**config.mk**
```make
export PLATFORM = sky130hd
export DESIGN_NAME = rprio_resolver
export DESIGN_NICKNAME = d
export VERILOG_FILES = /design/src/rtl/rprio_pkg.sv /design/src/rtl/rprio_scan.sv /design/src/rtl/rprio_raise.sv /design/src/rtl/rprio_resolver.sv
export SDC_FILE = /design/constraint.sdc
export NUM_CORES = 1
export LEC_CHECK = 0
export ABC_AREA = 1
export BUFFER_PORTS_ARGS = -buffer_cell sky130_fd_sc_hd__buf_2
export CAP_MARGIN = 0
export CORE_ASPECT_RATIO = 1.75
export CORE_MARGIN = 5
export CORE_UTILIZATION = 55
export DETAILED_ROUTE_END_ITERATION = 10
export HOLD_SLACK_MARGIN = 0.12
export PLACE_DENSITY = 0.79
export SETUP_SLACK_MARGIN = 0.15
export SYNTH_ARGS = -nofsm -noshare
export SYNTH_HDL_FRONTEND = slang
export SYNTH_SLANG_ARGS = --single-unit
```
**constraint.sdc**
```tcl
create_clock -name clk -period 9.7 [get_ports clk]
set_input_delay 1.94 -clock clk [delete_from_list [all_inputs] [get_ports clk]]
set_output_delay 1.94 -clock clk [all_outputs]
set_load 0.1 [all_outputs]
```
**src/rtl/rprio_pkg.sv**
```systemverilog
package rprio_pkg;

    localparam int IRQ_LINES   = 8;
    localparam int LVL_W       = $clog2(IRQ_LINES);
    localparam int CASCADE_PIN = 2;

    typedef logic [IRQ_LINES-1:0] pinvec_t;
    typedef logic [LVL_W-1:0]     lvl_t;

    localparam lvl_t RESET_LOWPRIO = lvl_t'(IRQ_LINES - 1);

    typedef struct packed {
        logic valid;
        lvl_t pin;
    } pick_t;

    typedef struct packed {
        logic eoi;
        logic specific;
        logic rotate;
        lvl_t level;
    } cmd_t;

    function automatic pinvec_t pin_bit(lvl_t p);
        return pinvec_t'(1) << p;
    endfunction

endpackage

```
**src/rtl/rprio_scan.sv**
```systemverilog
module rprio_scan
    import rprio_pkg::*;
(
    input  logic    clk,
    input  logic    rst,
    input  pinvec_t cand,
    input  pinvec_t stop,
    input  lvl_t    lowprio,
    output pick_t   pick
);

    always_comb begin
        logic done;
        lvl_t p;
        pick = '0;
        done = 1'b0;
        for (int i = 0; i < IRQ_LINES; i++) begin
            p = lowprio + lvl_t'(i + 1);
            if (!done) begin
                if (stop[p]) begin
                    done = 1'b1;
                end else if (cand[p]) begin
                    done       = 1'b1;
                    pick.valid = 1'b1;
                    pick.pin   = p;
                end
            end
        end
    end

    // a reported winner is a live candidate
    a_r3_pick_is_candidate: assert property (@(posedge clk) disable iff (rst)
        pick.valid |-> cand[pick.pin]);

    // a reported winner never sits on a blocking level
    a_r4_pick_not_blocked: assert property (@(posedge clk) disable iff (rst)
        pick.valid |-> !stop[pick.pin]);

endmodule

```
**src/rtl/rprio_raise.sv**
```systemverilog
module rprio_raise (
    input  logic clk,
    input  logic rst,
    input  logic win_valid,
    input  logic ack,
    output logic irq
);

    logic raised_q;

    always_ff @(posedge clk) begin
        if (rst)            raised_q <= 1'b0;
        else if (ack)       raised_q <= 1'b0;
        else if (win_valid) raised_q <= 1'b1;
    end

    assign irq = raised_q;

    a_r5_low_after_ack: assert property (@(posedge clk) disable iff (rst)
        ack |=> !irq);

    a_r5_hold_until_ack: assert property (@(posedge clk) disable iff (rst)
        (irq && !ack) |=> irq);

    a_r5_rise_has_cause: assert property (@(posedge clk) disable iff (rst)
        $rose(irq) |-> $past(win_valid));

endmodule

```
**src/rtl/rprio_resolver.sv**
```systemverilog
module rprio_resolver
    import rprio_pkg::*;
(
    input  logic                 clk,
    input  logic                 rst,
    input  logic [IRQ_LINES-1:0] req_set,
    input  logic [IRQ_LINES-1:0] req_active,
    input  logic                 mask_load,
    input  logic [IRQ_LINES-1:0] mask_data,
    input  logic                 mode_auto_eoi,
    input  logic                 mode_special_mask,
    input  logic                 mode_special_nested,
    input  logic                 ack,
    input  logic                 cmd_valid,
    input  logic                 cmd_eoi,
    input  logic                 cmd_specific,
    input  logic                 cmd_rotate,
    input  logic [LVL_W-1:0]     cmd_level,
    output logic                 irq,
    output logic                 win_valid,
    output logic [LVL_W-1:0]     win_pin,
    output logic [IRQ_LINES-1:0] irr_out,
    output logic [IRQ_LINES-1:0] isr_out,
    output logic [IRQ_LINES-1:0] imr_out
);

    pinvec_t irr_q, isr_q, imr_q;
    pinvec_t irr_n, isr_n, imr_n;
    lvl_t    low_q, low_n;
    logic    rot_q, rot_n;

    cmd_t    cmd;
    pick_t   win, top_isr;
    pinvec_t blockers, eoi_cand;

    assign cmd = {cmd_eoi, cmd_specific, cmd_rotate, cmd_level};

    // Blocking set: special mask lifts all, special nesting lifts the cascade level
    always_comb begin
        blockers = isr_q;
        if (mode_special_nested) blockers = blockers & ~pin_bit(lvl_t'(CASCADE_PIN));
        if (mode_special_mask)   blockers = '0;
    end

    assign eoi_cand = mode_special_mask ? (isr_q & ~imr_q) : isr_q;

    rprio_scan u_req_scan (
        .clk     (clk),
        .rst     (rst),
        .cand    (irr_q & ~imr_q),
        .stop    (blockers),
        .lowprio (low_q),
        .pick    (win)
    );

    rprio_scan u_isr_scan (
        .clk     (clk),
        .rst     (rst),
        .cand    (eoi_cand),
        .stop    ('0),
        .lowprio (low_q),
        .pick    (top_isr)
    );

    rprio_raise u_raise (
        .clk       (clk),
        .rst       (rst),
        .win_valid (win.valid),
        .ack       (ack),
        .irq       (irq)
    );

    always_comb begin
        irr_n = irr_q | req_set;
        isr_n = isr_q;
        imr_n = mask_load ? mask_data : imr_q;
        low_n = low_q;
        rot_n = rot_q;

        if (ack && win.valid) begin
            if (!req_active[win.pin] && !req_set[win.pin]) irr_n[win.pin] = 1'b0;
            if (mode_auto_eoi) begin
                if (rot_q) low_n = win.pin;
            end else begin
                isr_n[win.pin] = 1'b1;
            end
        end

        if (cmd_valid) begin
            rot_n = cmd.rotate;
            if (cmd.eoi) begin
                if (cmd.specific) begin
                    isr_n[cmd.level] = 1'b0;
                    if (cmd.rotate) low_n = cmd.level;
                end else if (top_isr.valid) begin
                    isr_n[top_isr.pin] = 1'b0;
                    if (cmd.rotate) low_n = top_isr.pin;
                end
            end else if (cmd.specific && cmd.rotate) begin
                low_n = cmd.level;
            end
        end
    end

    always_ff @(posedge clk) begin
        if (rst) begin
            irr_q <= '0;
            isr_q <= '0;
            imr_q <= '0;
            low_q <= RESET_LOWPRIO;
            rot_q <= 1'b0;
        end else begin
            irr_q <= irr_n;
            isr_q <= isr_n;
            imr_q <= imr_n;
            low_q <= low_n;
            rot_q <= rot_n;
        end
    end

    assign win_valid = win.valid;
    assign win_pin   = win.pin;
    assign irr_out   = irr_q;
    assign isr_out   = isr_q;
    assign imr_out   = imr_q;

    a_r3_masked_never_wins: assert property (@(posedge clk) disable iff (rst)
        win.valid |-> !imr_q[win.pin]);

    a_r4_plain_nesting: assert property (@(posedge clk) disable iff (rst)
        (win.valid && !mode_special_mask && !mode_special_nested) |-> !isr_q[win.pin]);

    a_r6_ack_marks_service: assert property (@(posedge clk) disable iff (rst)
        (ack && win.valid && !mode_auto_eoi && !cmd_valid) |=> isr_q[$past(win.pin)]);

    a_r7_auto_eoi_keeps_isr: assert property (@(posedge clk) disable iff (rst)
        (ack && win.valid && mode_auto_eoi && !cmd_valid) |=> isr_q == $past(isr_q));

    a_r9_specific_eoi_clears: assert property (@(posedge clk) disable iff (rst)
        (cmd_valid && cmd_eoi && cmd_specific) |=> !isr_q[$past(cmd_level)]);

endmodule

```
==> flow_metrics.py, run 1 <==
metrics = {
    "critical_path": {
        "worstSetupPathType": "reg -> out",
        "cp_top_family": "buffers and inverters",
        "slowest_stage": "dfxtp_1",
        "crit_arrival_ns": 4.89,
        "rrSetupSlack_ns": 4.84,
        "rr_worst_depth": 23,
        "path_buf_inv": 4,
        "critPathCapture": "win_pin[1]",
        "cp.depth": 16,
        "crit_required_ns": 7.76,
        "timing.rr.end": "irr_out[5]",
        "worstPathCellList": "inv_1, ha_1, inv_1, nand3_1, nand3_2, nand2_1, nor2_2, nand3_4, nor2_4, nand4_1, nor2_1, nor2_1, nand2_2, nand2_4, inv_2, buf_2",
        "startpoint_type": "flop",
        "end_kind": "output pin",
        "cp_max_fo": 21,
        "max_stage_delay_ns": 0.86,
        "crit_start": "low_q[1]",
        "rr_startpoint": "low_q[1]",
    },
    "timing": {
        "skew_ns": 0.00821,
        "whs_ns": 0.496,
        "max_freq_mhz": 146,
        "drv_slew": 0,
        "fin_crit_ns": 6.83,
        "worst_pin_slew_ns": 0.853,
        "slew-limit-headroom_pct": 43.1,
        "finalSetupViolCount": 0,
        "finalCritPeriodShare_pct": 70.5,
        "rsz0062_at_grt": "no",
        "hold_violations": 0,
        "fin_setup_tns_ns": 0,
    },
    "drt": {
        "firstDrtPassIters": 6,
        "drc_errors": 0,
        "drtIter0Drc": 393,
        "vias": 4522,
        "vias_per_cell": 5.78,
        "ant_nets": 0,
        "drt-total-wl_um": 12400,
        "routedWlPerCell_um": 15.9,
    },
    "synth": {
        "yosysUniqueCellTypes": 39,
        "ys_warn_count": 0,
        "ys_seq_elements": 29,
        "synth_area_leaders": "nand3_1, dfxtp_1, nand2_1, nor2_1, inv_1",
        "netlist_area_mm2": 0.00370,
        "synthArstFlopShare_pct": 0,
        "yosysTopAreaCell": "nand3_1",
        "synth_top_area_share_pct": 19.7,
        "avgSynthCellArea_um2": 5.75,
        "synthCells": 644,
        "synth_ff_type": "dfxtp_1",
        "seq_area_frac_synth_pct": 15.7,
        "synth_edf_count": 0,
        "syn-num-nets": 684,
    },
    "min_path": {
        "hold_class": "reg -> reg",
    },
    "grt": {
        "grt_pass1_wl_um": 20400,
        "overflow": 0,
        "grt_antenna_before_repair": 0,
        "grt_pass1_vias": 4389,
        "grt_use_total_pct": 29.8,
        "grt_max_degree": 30,
    },
    "placement": {
        "port_buffers": 66,
        "gp_congestion": 0.966,
        "placed_area_mm2": 0.00401,
        "hpwl_um": 10100,
    },
    "cts": {
        "cts_tree": "done",
        "ctsResizeCount": 0,
        "cts_buffers": 5,
        "cts_root_buf": "clkbuf_16",
        "clockBufferDepth": 2,
        "clkLatencyLatePin_ns": 0.28,
        "clkTransAtPathRegs_ns": 0.05,
        "htree_levels": 2,
        "cts.sinks": 29,
        "cts_hold_buf": 0,
        "cts_setup_buffers": 0,
    },
    "cells_and_area": {
        "drive_gt1_share_pct": 19.9,
        "utilization_pct": 64.0,
        "fin_nets": 739,
        "layout_common_cells": "nand2_1, nand3_1, nor2_1, inv_1, buf_2",
        "stdcell_area_mm2": 0.00419,
        "area_delta_synth_final_pct": 13.0,
        "fill_cells": 646,
        "n_antenna_cell": 0,
        "layout.cells.most_common": "nand2_1",
    },
    "floorplan": {
        "die_area_mm2": 0.00854,
        "core_area_mm2": 0.00654,
        "io_pins": 67,
        "rows": 39,
        "die_y_um": 119,
        "dieWidth_um": 72.0,
        "start_util_pct": 56.6,
    },
    "outcome": {
        "status": "completed",
    },
    "run": {
        "cap_viol_max_count": 0,
    },
}
[worst min-delay path by stage]
stage / from / end / slack (ns) / depth (start not counted)
3_3_place_gp: u_raise.irq / u_raise.irq / 0.47 / 2
6_report: u_raise.irq / u_raise.irq / 0.50 / 2
4_1_cts: u_raise.irq / u_raise.irq / 0.50 / 2
2_1_floorplan: rot_q / rot_q / 0.52 / 2
5_1_grt: u_raise.irq / u_raise.irq / 0.54 / 2
3_5_place_dp: u_raise.irq / u_raise.irq / 0.48 / 2
[Yosys cell counts (all sizes together), types with 2 or more instances]
cell type  number
nor3            4
o21ai          23
buf            16
nor2           88
a21oi          28
a31oi           2
nand2         162
xor2            2
a21boi          2
clkbuf          3
dfxtp          29
ha              2
nand3         163
and2            2
o211ai          5
inv            88
nand4          19
clkinv          2
[worst register-to-register path, delay by kind of cell (launching register included)]
family	cells	cell delay, ns
fa+ha+maj	1	0.91
simple gates	17	1.91
flops	1	0.86
buf+inv	5	1.09
[layout make-up]
cell class / count / area [µm²] / share of cell area, %
Clock buffer: 6 / 139 / 3.32
Timing Repair Buffer: 67 / 338 / 8.07
Tap cell: 82 / 103 / 2.45
Clock inverter: 2 / 37.5 / 0.897
Sequential cell: 29 / 581 / 13.9
Multi-Input combinational cell: 506 / 2650 / 63.3
Inverter: 90 / 338 / 8.07
[through the flow]
stage	cells	setup WS, ns
after floorplan	644	3.87
after global placement	774	3.36
after detailed placement	774	3.25
after CTS	782	2.94
after global routing	782	2.47
final	782	2.87
[cell families after synthesis]
logic type / synth area share (%)
compound gates: 8.92
buf+inv: 12.7
flops: 15.7
fa+ha+maj: 0.676
xor+xnor: 2.23
simple gates: 59.8
[flip-flops by register name, summed over array words and instances (netlist names)]
register	cells
imr_out	8
irr_out	8
isr_out	8
low_q	3
rot_q	1
u_raise.irq	1
[per-layer routing]
layer	global-route usage, %	routed length, µm	vias up
met3	3.65	767	64
met2	50.7	6260	221
li1	-	-	2233
met5	0	0	-
met4	19.9	832	0
met1	33.9	4550	2004
Power of run 1 is not shown: default switching activity piles up to over one toggle a cycle in this logic, so the estimate is an artifact.
==> run 2, diff against run 1 <==
CORE_UTILIZATION = 52   (was 55)
PLACE_DENSITY = 0.78   (was 0.79)
clock period = 5.85 ns   (was 9.7 ns; I/O delays follow)
==> run 2 against run 1 <==
Net effect: worst hold slack improved by 0.0082 ns; die area grew 5.1%; non-clock buffer count increased by 4; critical path depth increased by 2; count of clock-buffer cells in the layout grew 1; setup slack got worse by 1.9 ns; first-iteration DRC count grew 3.6%; cell area grew 0.33%; cell count up 0.77%; register-to-register slack got worse by 2.6 ns; wire length is 3.3% lower.
==> flow_metrics.py, run 2 (synthesized netlist as in run 1, its figures left out) <==
metrics = {
    "drt": {
        "drc_errors": 0,
        "firstDrtPassIters": 6,
        "routedWlPerCell_um": 15.2,
        "ant_nets": 0,
        "drtIter0Drc": 407,
        "drt-total-wl_um": 12000,
        "vias": 4456,
        "vias_per_cell": 5.65,
    },
    "min_path": {
        "hold_class": "reg -> reg",
        "hp-start": "u_raise.irq",
    },
    "grt": {
        "grt_max_degree": 29,
        "grt_use_total_pct": 27.8,
        "grt_pass1_wl_um": 19800,
        "grt_pass1_vias": 4311,
        "grt_antenna_before_repair": 0,
        "overflow": 0,
    },
    "cells_and_area": {
        "ff_latch_area_um2": 581,
        "area_delta_synth_final_pct": 13.4,
        "fin_nets": 743,
        "multi_input_area_mm2": 0.00265,
        "n_antenna_cell": 0,
        "layout_common_cells": "nand2_1, nand3_1, nor2_1, inv_1, buf_2",
        "drive_gt1_share_pct": 20.3,
        "layout.cells.most_common": "nand2_1",
        "fill_cells": 715,
        "stdcell_area_mm2": 0.00420,
    },
    "critical_path": {
        "worstSetupPathType": "reg -> out",
        "crit_arrival_ns": 3.68,
        "crit_required_ns": 4.68,
        "end_kind": "output pin",
        "cp_max_fo": 21,
        "startpoint_type": "flop",
        "rr_startpoint": "low_q[1]",
        "crit_start": "low_q[1]",
    },
    "timing": {
        "rsz0062_at_grt": "no",
        "hold_violations": 0,
        "fin_crit_ns": 4.85,
        "slew-limit-headroom_pct": 44.6,
        "fin_setup_tns_ns": 0,
        "skew_ns": 0.00490,
        "drv_slew": 0,
        "worst_pin_slew_ns": 0.831,
        "finalCritPeriodShare_pct": 82.9,
        "finalSetupViolCount": 0,
        "max_freq_mhz": 206,
    },
    "cts": {
        "cts_setup_buffers": 0,
        "htree_levels": 2,
        "cts_root_buf": "clkbuf_16",
        "cts_hold_buf": 0,
        "clkLatencyLatePin_ns": 0.28,
        "cts_buffers": 5,
        "clkTransAtPathRegs_ns": 0.05,
        "cts.sinks": 29,
        "ctsResizeCount": 0,
        "clockBufferDepth": 2,
        "cts_tree": "done",
    },
    "outcome": {
        "status": "completed",
    },
    "placement": {
        "port_buffers": 66,
        "placed_area_mm2": 0.00404,
        "hpwl_um": 10100,
        "gp_congestion": 0.973,
    },
    "floorplan": {
        "die_y_um": 122,
        "core_area_mm2": 0.00691,
        "die_area_mm2": 0.00898,
        "rows": 40,
        "io_pins": 67,
        "dieWidth_um": 73.8,
        "start_util_pct": 53.6,
    },
    "run": {
        "cap_viol_max_count": 0,
    },
}
==> run 2: critical path: stages (launching register included) <==
cell	delay (ns)
dfxtp_1	0.30
buf_4	0.26
inv_1	0.10
ha_1	0.28
buf_4	0.21
inv_1	0.28
nand3_1	0.17
nand3_2	0.10
nand2_1	0.09
nor2_2	0.22
nand3_4	0.11
nor2_4	0.15
nand4_1	0.14
nor2_1	0.15
nor2_1	0.07
nand2_2	0.10
nand2_4	0.10
inv_2	0.12
buf_2	0.44
==> run 2: cell type report <==
cell class / instances / share of cell area [%]
inverter: 90 / 8.04
multi-input combinational: 506 / 63.1
clock inverter: 1 / 0.119
tap: 84 / 2.50
sequential: 29 / 13.8
timing repair buffer: 71 / 8.76
clock buffer: 7 / 3.63
==> run 2: final timing paths <==
path	endpoint	slack, ns	cells past startpoint
setup / recovery	win_pin[1]	1.00	18
setup reg to reg	irr_out[4]	2.23	24
hold reg to reg	u_raise.irq	0.50	2
hold / removal	u_raise.irq	0.50	2
==> run 2: metrics by stage <==
step / instances / hold slack [ns] / setup slack [ns] / utilization [%]
final: 788 / 0.504 / 1.00 / 60.8
after global routing: 788 / 0.561 / 0.736 / 60.8
after CTS: 788 / 0.508 / 1.05 / 60.8
after detailed placement: 780 / 0.490 / 1.18 / 58.5
after global placement: 780 / 0.477 / 1.22 / 58.5
after floorplan: 644 / 0.521 / 1.53 / -
==> run 2: layer usage <==
metal  vias up  routed length (µm)  share of wire, %  global-route usage (%)
li1       2232                   -                 -                       -
met1      2006                4630                39                    31.5
met2       170                6170                51                    49.4
met3        48                 517               4.3                    1.73
met4         0                 685               5.7                    16.4
met5         -                   0                 0                       0
Power of run 2 is left out for the same reason.
==> run 3, diff against run 2 <==
CORE_UTILIZATION = 55   (was 52)
PLACE_DENSITY = 0.79   (was 0.78)
clock period = 4.6 ns   (was 5.85 ns; I/O delays follow)
==> run 3 against run 2 <==
Net effect: sequential cell count unchanged; die area down 4.9%; global-route usage up 1.7 points; highest routed layer unchanged; first-iteration DRC count down 20%; setup slack worse by 0.67 ns.
==> flow_metrics.py, run 3 (synthesized netlist as in run 1, its figures left out) <==
metrics = {
    "placement": {
        "hpwl_um": 10100,
        "gp_congestion": 1.00,
        "port_buffers": 66,
        "dpl_worst_slack_ns": 0.570,
        "dp.cells": 778,
    },
    "drt": {
        "routedWlPerCell_um": 15.9,
        "firstDrtPassIters": 6,
        "drt-total-wl_um": 12500,
        "drtIter0Drc": 326,
        "vias_per_cell": 5.73,
        "drc_errors": 0,
        "vias": 4502,
        "ant_nets": 0,
    },
    "floorplan": {
        "die_y_um": 119,
        "dieWidth_um": 72.0,
        "core_area_mm2": 0.00654,
        "io_pins": 67,
        "die_area_mm2": 0.00854,
        "start_util_pct": 56.6,
        "rows": 39,
    },
    "cells_and_area": {
        "n_antenna_cell": 0,
        "layout.cells.most_common": "nand2_1",
        "ff_latch_area_um2": 581,
        "multi_input_area_mm2": 0.00265,
        "layout_common_cells": "nand2_1, nand3_1, nor2_1, inv_1, buf_2",
        "fill_cells": 658,
        "drive_gt1_share_pct": 20.3,
        "fin_nets": 743,
        "area_delta_synth_final_pct": 15.0,
        "instances_no_fill": 786,
    },
    "grt": {
        "grt_use_total_pct": 29.6,
        "grt_antenna_before_repair": 0,
        "grt_pass1_wl_um": 20300,
        "overflow": 0,
        "grt_max_degree": 29,
        "grt_pass1_vias": 4439,
    },
    "timing": {
        "finalCritPeriodShare_pct": 92.7,
        "drv_slew": 0,
        "whs_ns": 0.503,
        "fin_crit_ns": 4.26,
        "skew_ns": 0.00806,
        "worst_pin_slew_ns": 0.887,
        "fin_ws_ns": 0.336,
        "max_freq_mhz": 235,
        "slew-limit-headroom_pct": 40.8,
        "finalSetupViolCount": 0,
        "hold_violations": 0,
        "rsz0062_at_grt": "no",
        "fin_setup_tns_ns": 0,
    },
    "cts": {
        "htree_levels": 2,
        "clkTransAtPathRegs_ns": 0.05,
        "ctsResizeCount": 0,
        "cts.sinks": 29,
        "cts_setup_buffers": 0,
        "clkLatencyLatePin_ns": 0.28,
        "cts_hold_buf": 0,
        "cts_tree": "done",
        "cts_root_buf": "clkbuf_16",
        "clockBufferDepth": 2,
        "cts_buffers": 5,
    },
    "critical_path": {
        "crit_arrival_ns": 3.34,
        "rrSetupSlack_ns": 1.13,
        "worstPathCellList": "xor2_4, inv_2, nand3_2, nand2_1, nor2_4, nand3_4, nor2_4, nand4_1, nor2_1, nor2_1, nand2_2, nand2_4, inv_2, buf_12",
        "cp_max_fo": 9,
        "timing.rr.end": "irr_out[4]",
        "slowest_stage": "dfxtp_1",
        "startpoint_type": "flop",
        "max_stage_delay_ns": 0.89,
        "path_buf_inv": 3,
        "worstSetupPathType": "reg -> out",
        "rr_startpoint": "low_q[2]",
        "cp_top_family": "simple AND/OR/NAND/NOR gates",
        "crit_required_ns": 3.68,
        "end_kind": "output pin",
        "rr_worst_depth": 18,
    },
    "run": {
        "cap_viol_max_count": 0,
    },
    "min_path": {
        "hold_class": "reg -> reg",
        "hp-start": "u_raise.irq",
        "hold_path_end": "u_raise.irq",
        "holdPathStages": 2,
    },
    "outcome": {
        "status": "completed",
    },
}
[run 3: cell counts in the layout (fill, tap and decap cells not counted)]
No cell type changed its count.
[run 3: how the worst max path moves through the flow]
stage | from | end | slack (ns) | depth (start not counted)
final | low_q[2] | win_pin[1] | 0.34 | 14
after global routing | low_q[0] | win_pin[1] | 0.15 | 16
after CTS | low_q[2] | win_pin[1] | 0.38 | 14
after detailed placement | mode_special_mask | win_pin[1] | 0.57 | 16
after global placement | mode_special_mask | win_pin[1] | 0.65 | 16
after floorplan | low_q[1] | win_pin[1] | 0.53 | 19
[run 3: area by class of cell]
| type | count | area share (%) |
|---|---|---|
| Multi-Input combinational cell | 506 | 62.3 |
| Sequential cell | 29 | 13.6 |
| Timing Repair Buffer | 71 | 10.0 |
| Inverter | 90 | 7.93 |
| Clock buffer | 7 | 3.59 |
| Tap cell | 82 | 2.41 |
| Clock inverter | 1 | 0.118 |
[run 3: layer usage]
layer | vias up | wire, µm | track usage (%)
li1 | 2233 | - | -
met1 | 2028 | 4790 | 33.7
met2 | 191 | 6350 | 51.7
met3 | 50 | 624 | 2.55
met4 | 0 | 715 | 18.1
met5 | - | 0 | 0
[run 3: worst min-delay path, cell delays in order (launching register included)]
cell      delay (ns)
dfxtp_1         0.32
o211ai_1        0.10
inv_1           0.05
[run 3: through the flow]
stage | cell area, µm² | utilization (%)
global route | 4260 | 65.1
floorplan | 3700 | -
finish | 4260 | 65.1
CTS | 4260 | 65.1
detailed placement | 4100 | 62.7
global placement | 4100 | 62.7
Power of run 3 is left out for the same reason.
